### src/rtl/vpm_pkg.sv
`timescale 1ns/1ps
package vpm_pkg;
  typedef enum logic [1:0] {REG_DIR = 2'd0, REG_OUT = 2'd1, REG_IN = 2'd2, REG_FLAG = 2'd3} vpm_reg_e;
  typedef enum logic [1:0] {KIND_FULL = 2'd0, KIND_BSET = 2'd1, KIND_BCLR = 2'd2, KIND_RSVD = 2'd3} vpm_kind_e;
  typedef enum logic [1:0] {OP_LOAD = 2'd0, OP_OR = 2'd1, OP_ANDN = 2'd2, OP_NONE = 2'd3} vpm_op_e;
endpackage

### src/rtl/vpm_decode.sv
`timescale 1ns/1ps
module vpm_decode
  import vpm_pkg::*;
#(
  parameter int AW        = 6,
  parameter int NS        = 4,
  parameter int SW        = 2,
  parameter int SLOT_BASE = 0,
  parameter int MAP_BASE  = 32,
  parameter int BIT_LIMIT = 32
) (
  input  logic [AW-1:0] addr_i,
  output logic          slot_hit_o,
  output logic [SW-1:0] slot_idx_o,
  output vpm_reg_e      reg_o,
  output logic          map_hit_o,
  output logic [SW-1:0] map_idx_o,
  output logic          bitop_ok_o
);
  localparam logic [AW:0] SLOT_LO = (AW+1)'(SLOT_BASE);
  localparam logic [AW:0] SLOT_HI = (AW+1)'(SLOT_BASE + 4*NS);
  localparam logic [AW:0] MAP_LO  = (AW+1)'(MAP_BASE);
  localparam logic [AW:0] MAP_HI  = (AW+1)'(MAP_BASE + NS);
  localparam logic [AW:0] BIT_HI  = (AW+1)'(BIT_LIMIT);

  logic [AW:0]   addr_x;
  logic [AW-1:0] s_off, m_off;

  assign addr_x     = {1'b0, addr_i};
  assign s_off      = addr_i - AW'(SLOT_BASE);
  assign m_off      = addr_i - AW'(MAP_BASE);
  assign slot_hit_o = (addr_x >= SLOT_LO) && (addr_x < SLOT_HI);
  assign slot_idx_o = SW'(s_off >> 2);
  assign reg_o      = vpm_reg_e'(s_off[1:0]);
  assign map_hit_o  = (addr_x >= MAP_LO) && (addr_x < MAP_HI);
  assign map_idx_o  = SW'(m_off);
  assign bitop_ok_o = addr_x < BIT_HI;
endmodule

### src/rtl/vpm_map_regs.sv
`timescale 1ns/1ps
module vpm_map_regs #(
  parameter int NS = 4,
  parameter int PW = 3,
  parameter int SW = 2
) (
  input  logic                   clk_i,
  input  logic                   rst_ni,
  input  logic                   we_i,
  input  logic [SW-1:0]          idx_i,
  input  logic [PW-1:0]          port_i,
  output logic [NS-1:0][PW-1:0]  map_o
);
  for (genvar k = 0; k < NS; k++) begin : g_slot
    logic [PW-1:0] q;
    always_ff @(posedge clk_i or negedge rst_ni) begin
      if (!rst_ni)                          q <= '0;
      else if (we_i && (idx_i == SW'(k)))   q <= port_i;
    end
    assign map_o[k] = q;
  end
endmodule

### src/rtl/vpm_rdmux.sv
`timescale 1ns/1ps
module vpm_rdmux
  import vpm_pkg::*;
#(
  parameter int NS = 4,
  parameter int NP = 8,
  parameter int PW = 3,
  parameter int SW = 2,
  parameter int W  = 8
) (
  input  logic                  rd_en_i,
  input  logic                  slot_hit_i,
  input  vpm_reg_e              reg_i,
  input  logic [PW-1:0]         port_i,
  input  logic                  map_hit_i,
  input  logic [SW-1:0]         map_idx_i,
  input  logic [NS-1:0][PW-1:0] map_i,
  input  logic [NP*W-1:0]       pdir_i,
  input  logic [NP*W-1:0]       pout_i,
  input  logic [NP*W-1:0]       pin_i,
  input  logic [NP*W-1:0]       pflag_i,
  output logic [W-1:0]          rdata_o
);
  always_comb begin
    rdata_o = '0;
    if (rd_en_i) begin
      if (slot_hit_i) begin
        unique case (reg_i)
          REG_DIR:  rdata_o = pdir_i[port_i*W +: W];
          REG_OUT:  rdata_o = pout_i[port_i*W +: W];
          REG_IN:   rdata_o = pin_i[port_i*W +: W];
          REG_FLAG: rdata_o = pflag_i[port_i*W +: W];
          default:  rdata_o = '0;
        endcase
      end else if (map_hit_i) begin
        rdata_o = W'(map_i[map_idx_i]);
      end
    end
  end
endmodule

### src/rtl/vpm_fwd.sv
`timescale 1ns/1ps
module vpm_fwd
  import vpm_pkg::*;
#(
  parameter int W  = 8,
  parameter int PW = 3,
  parameter int BW = 3
) (
  input  logic          clk_i,
  input  logic          rst_ni,
  input  logic          wr_en_i,
  input  logic          slot_hit_i,
  input  vpm_reg_e      reg_i,
  input  vpm_kind_e     kind_i,
  input  logic [BW-1:0] bit_i,
  input  logic          bitop_ok_i,
  input  logic [PW-1:0] port_i,
  input  logic [W-1:0]  wdata_i,
  output logic          vld_o,
  output logic [PW-1:0] port_o,
  output logic [1:0]    reg_o,
  output logic [1:0]    op_o,
  output logic [W-1:0]  data_o
);
  logic [W-1:0] mask, data_n;
  vpm_op_e      op_n;

  assign mask = W'(1) << bit_i;

  always_comb begin
    op_n   = OP_NONE;
    data_n = wdata_i;
    if (wr_en_i && slot_hit_i) begin
      unique case (reg_i)
        REG_DIR, REG_OUT: begin
          unique case (kind_i)
            KIND_FULL: op_n = OP_LOAD;
            KIND_BSET: if (bitop_ok_i) begin op_n = OP_OR;   data_n = mask; end
            KIND_BCLR: if (bitop_ok_i) begin op_n = OP_ANDN; data_n = mask; end
            default:   op_n = OP_NONE;
          endcase
        end
        REG_FLAG: begin
          // flags are write-one-to-clear; a bit clear writes a 0 and is a no-op
          unique case (kind_i)
            KIND_FULL: op_n = OP_ANDN;
            KIND_BSET: if (bitop_ok_i) begin op_n = OP_ANDN; data_n = mask; end
            default:   op_n = OP_NONE;
          endcase
        end
        default: op_n = OP_NONE;
      endcase
    end
  end

  logic          vld_q;
  logic [PW-1:0] port_q;
  vpm_reg_e      reg_q;
  vpm_op_e       op_q;
  logic [W-1:0]  data_q;

  always_ff @(posedge clk_i or negedge rst_ni) begin
    if (!rst_ni) begin
      vld_q  <= 1'b0;
      port_q <= '0;
      reg_q  <= REG_DIR;
      op_q   <= OP_NONE;
      data_q <= '0;
    end else begin
      vld_q <= (op_n != OP_NONE);
      if (op_n != OP_NONE) begin
        port_q <= port_i;
        reg_q  <= reg_i;
        op_q   <= op_n;
        data_q <= data_n;
      end
    end
  end

  assign vld_o  = vld_q;
  assign port_o = port_q;
  assign reg_o  = reg_q;
  assign op_o   = op_q;
  assign data_o = data_q;
endmodule

### src/rtl/vport_map.sv
`timescale 1ns/1ps
module vport_map
  import vpm_pkg::*;
#(
  parameter int NP        = 8,
  parameter int NS        = 4,
  parameter int W         = 8,
  parameter int AW        = 6,
  parameter int SLOT_BASE = 0,
  parameter int MAP_BASE  = 32,
  parameter int BIT_LIMIT = 32,
  localparam int PW = (NP > 1) ? $clog2(NP) : 1,
  localparam int SW = (NS > 1) ? $clog2(NS) : 1,
  localparam int BW = (W > 1) ? $clog2(W) : 1
) (
  input  logic            clk_i,
  input  logic            rst_ni,
  input  logic            fw_req_i,
  input  logic            fw_we_i,
  input  logic [1:0]      fw_kind_i,
  input  logic [AW-1:0]   fw_addr_i,
  input  logic [BW-1:0]   fw_bit_i,
  input  logic [W-1:0]    fw_wdata_i,
  output logic [W-1:0]    fw_rdata_o,
  input  logic [NP*W-1:0] pdir_i,
  input  logic [NP*W-1:0] pout_i,
  input  logic [NP*W-1:0] pin_i,
  input  logic [NP*W-1:0] pflag_i,
  output logic            fwd_vld_o,
  output logic [PW-1:0]   fwd_port_o,
  output logic [1:0]      fwd_reg_o,
  output logic [1:0]      fwd_op_o,
  output logic [W-1:0]    fwd_data_o
);
  logic                  slot_hit, map_hit, bitop_ok, map_we, wr_en, rd_en;
  logic [SW-1:0]         slot_idx, map_idx;
  vpm_reg_e              reg_sel;
  vpm_kind_e             kind;
  logic [NS-1:0][PW-1:0] map_q;
  logic [PW-1:0]         slot_port;

  assign kind      = vpm_kind_e'(fw_kind_i);
  assign wr_en     = fw_req_i & fw_we_i;
  assign rd_en     = fw_req_i & ~fw_we_i;
  assign map_we    = wr_en & map_hit & (kind == KIND_FULL);
  assign slot_port = map_q[slot_idx];

  vpm_decode #(
    .AW(AW), .NS(NS), .SW(SW),
    .SLOT_BASE(SLOT_BASE), .MAP_BASE(MAP_BASE), .BIT_LIMIT(BIT_LIMIT)
  ) i_decode (
    .addr_i     (fw_addr_i),
    .slot_hit_o (slot_hit),
    .slot_idx_o (slot_idx),
    .reg_o      (reg_sel),
    .map_hit_o  (map_hit),
    .map_idx_o  (map_idx),
    .bitop_ok_o (bitop_ok)
  );

  vpm_map_regs #(.NS(NS), .PW(PW), .SW(SW)) i_map_regs (
    .clk_i  (clk_i),
    .rst_ni (rst_ni),
    .we_i   (map_we),
    .idx_i  (map_idx),
    .port_i (PW'(fw_wdata_i)),
    .map_o  (map_q)
  );

  vpm_rdmux #(.NS(NS), .NP(NP), .PW(PW), .SW(SW), .W(W)) i_rdmux (
    .rd_en_i    (rd_en),
    .slot_hit_i (slot_hit),
    .reg_i      (reg_sel),
    .port_i     (slot_port),
    .map_hit_i  (map_hit),
    .map_idx_i  (map_idx),
    .map_i      (map_q),
    .pdir_i     (pdir_i),
    .pout_i     (pout_i),
    .pin_i      (pin_i),
    .pflag_i    (pflag_i),
    .rdata_o    (fw_rdata_o)
  );

  vpm_fwd #(.W(W), .PW(PW), .BW(BW)) i_fwd (
    .clk_i      (clk_i),
    .rst_ni     (rst_ni),
    .wr_en_i    (wr_en),
    .slot_hit_i (slot_hit),
    .reg_i      (reg_sel),
    .kind_i     (kind),
    .bit_i      (fw_bit_i),
    .bitop_ok_i (bitop_ok),
    .port_i     (slot_port),
    .wdata_i    (fw_wdata_i),
    .vld_o      (fwd_vld_o),
    .port_o     (fwd_port_o),
    .reg_o      (fwd_reg_o),
    .op_o       (fwd_op_o),
    .data_o     (fwd_data_o)
  );
endmodule

### config.mk
export PLATFORM = sky130hd
export DESIGN_NAME = vport_map
export DESIGN_NICKNAME = d
export VERILOG_FILES = /design/src/rtl/vpm_pkg.sv /design/src/rtl/vpm_decode.sv /design/src/rtl/vpm_map_regs.sv /design/src/rtl/vpm_rdmux.sv /design/src/rtl/vpm_fwd.sv /design/src/rtl/vport_map.sv
export SDC_FILE = /design/constraint.sdc
export NUM_CORES = 1
export LEC_CHECK = 0
export ABC_AREA = 1
export BUFFER_PORTS_ARGS = -buffer_cell sky130_fd_sc_hd__buf_2
export CAP_MARGIN = 20
export CORE_AREA = 2 2 118 120
export CTS_CLUSTER_DIAMETER = 30
export DETAILED_ROUTE_END_ITERATION = 8
export DIE_AREA = 0 0 120 122
export SLEW_MARGIN = 15
export SYNTH_ARGS = -nofsm -noshare
export SYNTH_HDL_FRONTEND = slang
export SYNTH_SLANG_ARGS = --single-unit
### constraint.sdc
create_clock -name clk_i -period 3.5 [get_ports clk_i]
set_input_delay 0.175 -clock clk_i [delete_from_list [all_inputs] [get_ports clk_i]]
set_output_delay 0.175 -clock clk_i [all_outputs]
set_load 0.005 [all_outputs]
==> key figures <==
Power
  • Sw power: 0.4725 mW
  • Sequential share of power: around a third
  • Lkg Pwr: around 3.2 nW
  • Max VDD drop: 0.2182 mV
  • Sw frac: about 37%
  • Clock share of power: around a fifth
  • Power consumption: 1.293 mW
  • Pwr per Cell Area: 225.7 nW/um^2
  • Int Pwr: between 0.8 and 0.9 mW
  • Gate power share: between 40% and 50%

Critical path
  • FF-to-FF path depth: 4
  • Startpoint Class: flip-flop
  • Slowest cell on the critical path: nand2_2
  • Largest stage delay, worst path: roughly 0.75 ns
  • WP data required: roughly 3.3 ns
  • CP Depth: 10
  • Family with the most delay on the worst path: simple AND/OR/NAND/NOR gates
  • Worst Path Arrival: about 2.5 ns
  • Launch point of the worst reg-to-reg path: i_map_regs.g_slot[3].q[0]
  • Critical path fanouts, max: 54
  • CP Capture Type: output port
  • Worst Setup SP: i_map_regs.g_slot[3].q[0]
  • CP Cell Sequence: nand2_1 > nand3_1 > nand2_2 > a21oi_1 > nand2_1 > o21ai_0 > nor2_1 > nor2_1 > nor2_1 > buf_2
  • CP most frequent cell: nor2_1
  • WP buf/inv: 1
  • Critical path type: flip-flop to output port

Place
  • Placed Cells: about 1200
  • Routability congestion estimate: 0.8726
  • Placed Area: roughly 5600 sq um
  • # port buffers: ~300
  • Hpwl dp: around 16000 um

Layout
  • Most common cell after layout, fill and taps aside: nand2_1
  • Fin cells: 1209
  • Most frequent cells in the layout: 303 x nand2_1, 302 x buf_2, 120 x nand3_1
  • Synthesis-to-finish area growth: 41.74%
  • Final Core Density: a little over two fifths
  • Nets: between 1000 and 1500
  • Fraction of layout cells with a size suffix above 1: roughly 34%
  • Final non-filler cell area: ~5700 sq um

Global route
  • GRT Util Overall: between 20% and 30%
  • Total gr overflow: 0
  • Initial antenna violation count: 11
  • Number of global-route vias before repair: ~5600
  • First-pass GRT wire length: 29320 um
  • Largest net degree at the start of global routing: 56

Die
  • Initial core utilization: 29.95%
  • Die Wd: between 100 and 150 um
  • Placement Rows: 43
  • Core area: 13500 sq um
  • Die height: 122 um
  • I/O pin count: slightly above 300
  • Die outline area: between 10000 and 15000 sq um

Timing
  • Max Fclk: 373.1 MHz
  • Max-slew violation count: 0
  • Final setup vio count: 0
  • Final worst path period share: around 77%
  • RSZ-0062 raised after global routing: false
  • Final Hold Viols: 0
  • Setup TNS: 0 ns
  • Clk_skew: 0.002024 ns
  • Actual slew at the worst max-slew pin: about 1.1 ns
  • Rel. slew slack: a little under 30%
  • Clock period minus worst slack: between 2 and 3 ns

CTS
  • Root buffer cell: clkbuf_16
  • Clock transition at path regs: ~0.070 ns
  • CTS sink count: 28
  • # H-tree levels: 1
  • Clk_lat worst skew: between 0.2 and 0.3 ns
  • Cts repair resizes: 0
  • CTS tree: yes
  • Post-CTS setup repair buffer count: 0
  • Clock buffer count from CTS: 3
  • CTS max path bufs: 2

Drt
  • Total number of vias: 5928
  • Via/cell ratio: 4.903
  • # DRC: 0
  • Total wire length: 19430 um
  • Routed Antenna Nets: 0
  • First drt pass iteration count: 5
  • WL/cell: between 15 and 20 um
  • Drt initial violations: around 380

Hold path
  • Worst hold path type: primary input to flip-flop
  • Hold Path Origin: fw_wdata_i[1]
  • Hold Path Cell Cnt: 3

Logic synthesis
  • Seq cells post-synth: 28
  • Sequential area share after synthesis: between 10% and 20%
  • Post-synth EDFFs: 0
  • Asr flop ratio synth: between 90% and 100%
  • Synth Instances: roughly 750
  • Post-synth top flop: dfrtp_1
  • Unique masters post-synth: 37
  • Synth warn: 0
  • Synthesized Nets: around 1000
  • Mean post-synth cell area: between 5 and 6 sq um
  • Mapped cell area: a little over 4000 sq um

Outcome
  • Status: finished, final reports clean

Run
  • Max Cap Viol: 0
==> power groups by stage <==
stage,combinational [mW],clock [mW],sequential (mW)
after floorplan,0.323,0,0.417
after global placement,0.626,0,0.414
after detailed placement,0.629,0,0.414
after CTS,0.633,0.266,0.409
after global routing,0.709,0.281,0.418
final,0.626,0.258,0.409
==> timing repair <==
item | 4_1_cts | 5_1_grt
endpoints found under the hold margin | 26 | 0
setup endpoints to repair | 0 | 0
hold buffers | 1 | 0
==> cell usage after synthesis, drive strengths merged, types with 2 or more instances <==
library cell / n / share of area (%)
o21bai: 3 / 0.56
nand2: 307 / 29
a21oi: 62 / 7.9
nand4: 7 / 1.1
dfrtp: 26 / 16
nor2: 36 / 4.4
or2: 23 / 3.6
buf: 36 / 5.4
o22ai: 3 / 0.46
dfstp: 2 / 1.3
clkbuf: 7 / 0.77
nand3: 120 / 15
o21ai: 60 / 7.4
inv: 48 / 4.5
o211ai: 2 / 0.37
ha: 4 / 1.2
==> through the flow <==
stage	hold WS (ns)	setup slack (ns)
5_1_grt	0.2653	0.6135
6_report	0.2540	0.8199
4_1_cts	0.2632	0.7966
3_3_place_gp	0.2428	1.084
3_5_place_dp	0.2412	1.065
2_1_floorplan	-0.1206	2.056
==> cell type report <==
type | count | area (sq um)
sequential | 28 | 703.2
tap | 180 | 225.2
clock buffer | 4 | 78.83
multi-input combinational | 633 | 2913
fill | 1561 | 7772
antenna | 5 | 12.51
inverter | 48 | 180.2
timing repair buffer | 311 | 1619
==> layer usage <==
| metal | part of all wire (%) | track usage [%] | vias to the layer above |
|---|---|---|---|
| met1 | 43 | 32.04 | 2623 |
| li1 | - | - | 3013 |
| met2 | 46 | 43.43 | 246 |
| met5 | 0.34 | 0 | - |
| met4 | 1.7 | 5.074 | 10 |
| met3 | 8.3 | 6.320 | 36 |
==> worst register-to-register path, cell delays in order (launching register included) <==
cell,delay (ns)
dfrtp_1,0.43
nand2_1,0.09
nand3_1,0.09
nand2_2,0.75
o21ai_1,0.18
==> flip-flops by register name (all words and copies together), names as in the netlist <==
signal               count
i_fwd.vld_o              1
i_fwd.op_o               2
i_map_regs.g_slot.q     12
i_fwd.port_o             3
i_fwd.data_o             8
i_fwd.reg_o              2
==> path summary, 6_finish.rpt <==
path | to | slack, ns
min | i_map_regs.g_slot[1].q[1] | 0.25
min in group asynchronous | i_fwd.port_o[0] | 0.47
max | fw_rdata_o[6] | 0.82
max in group asynchronous | i_fwd.data_o[1] | 2.60
max reg2reg | i_fwd.port_o[0] | 1.81
min reg2reg | i_fwd.op_o[1] | 0.47
==> cell families after synthesis <==
logic type               count (synthesis)  share of synthesized area, %
AO/OA/AOI/OAI                          135                         17.73
AND/OR/NAND/NOR                        494                         53.06
adder cells (fa/ha/maj)                  4                         1.238
buffers and inverters                   91                         10.58
flip-flops                              28                         17.39
No activity file was read; power rests on OpenSTA's default activity.
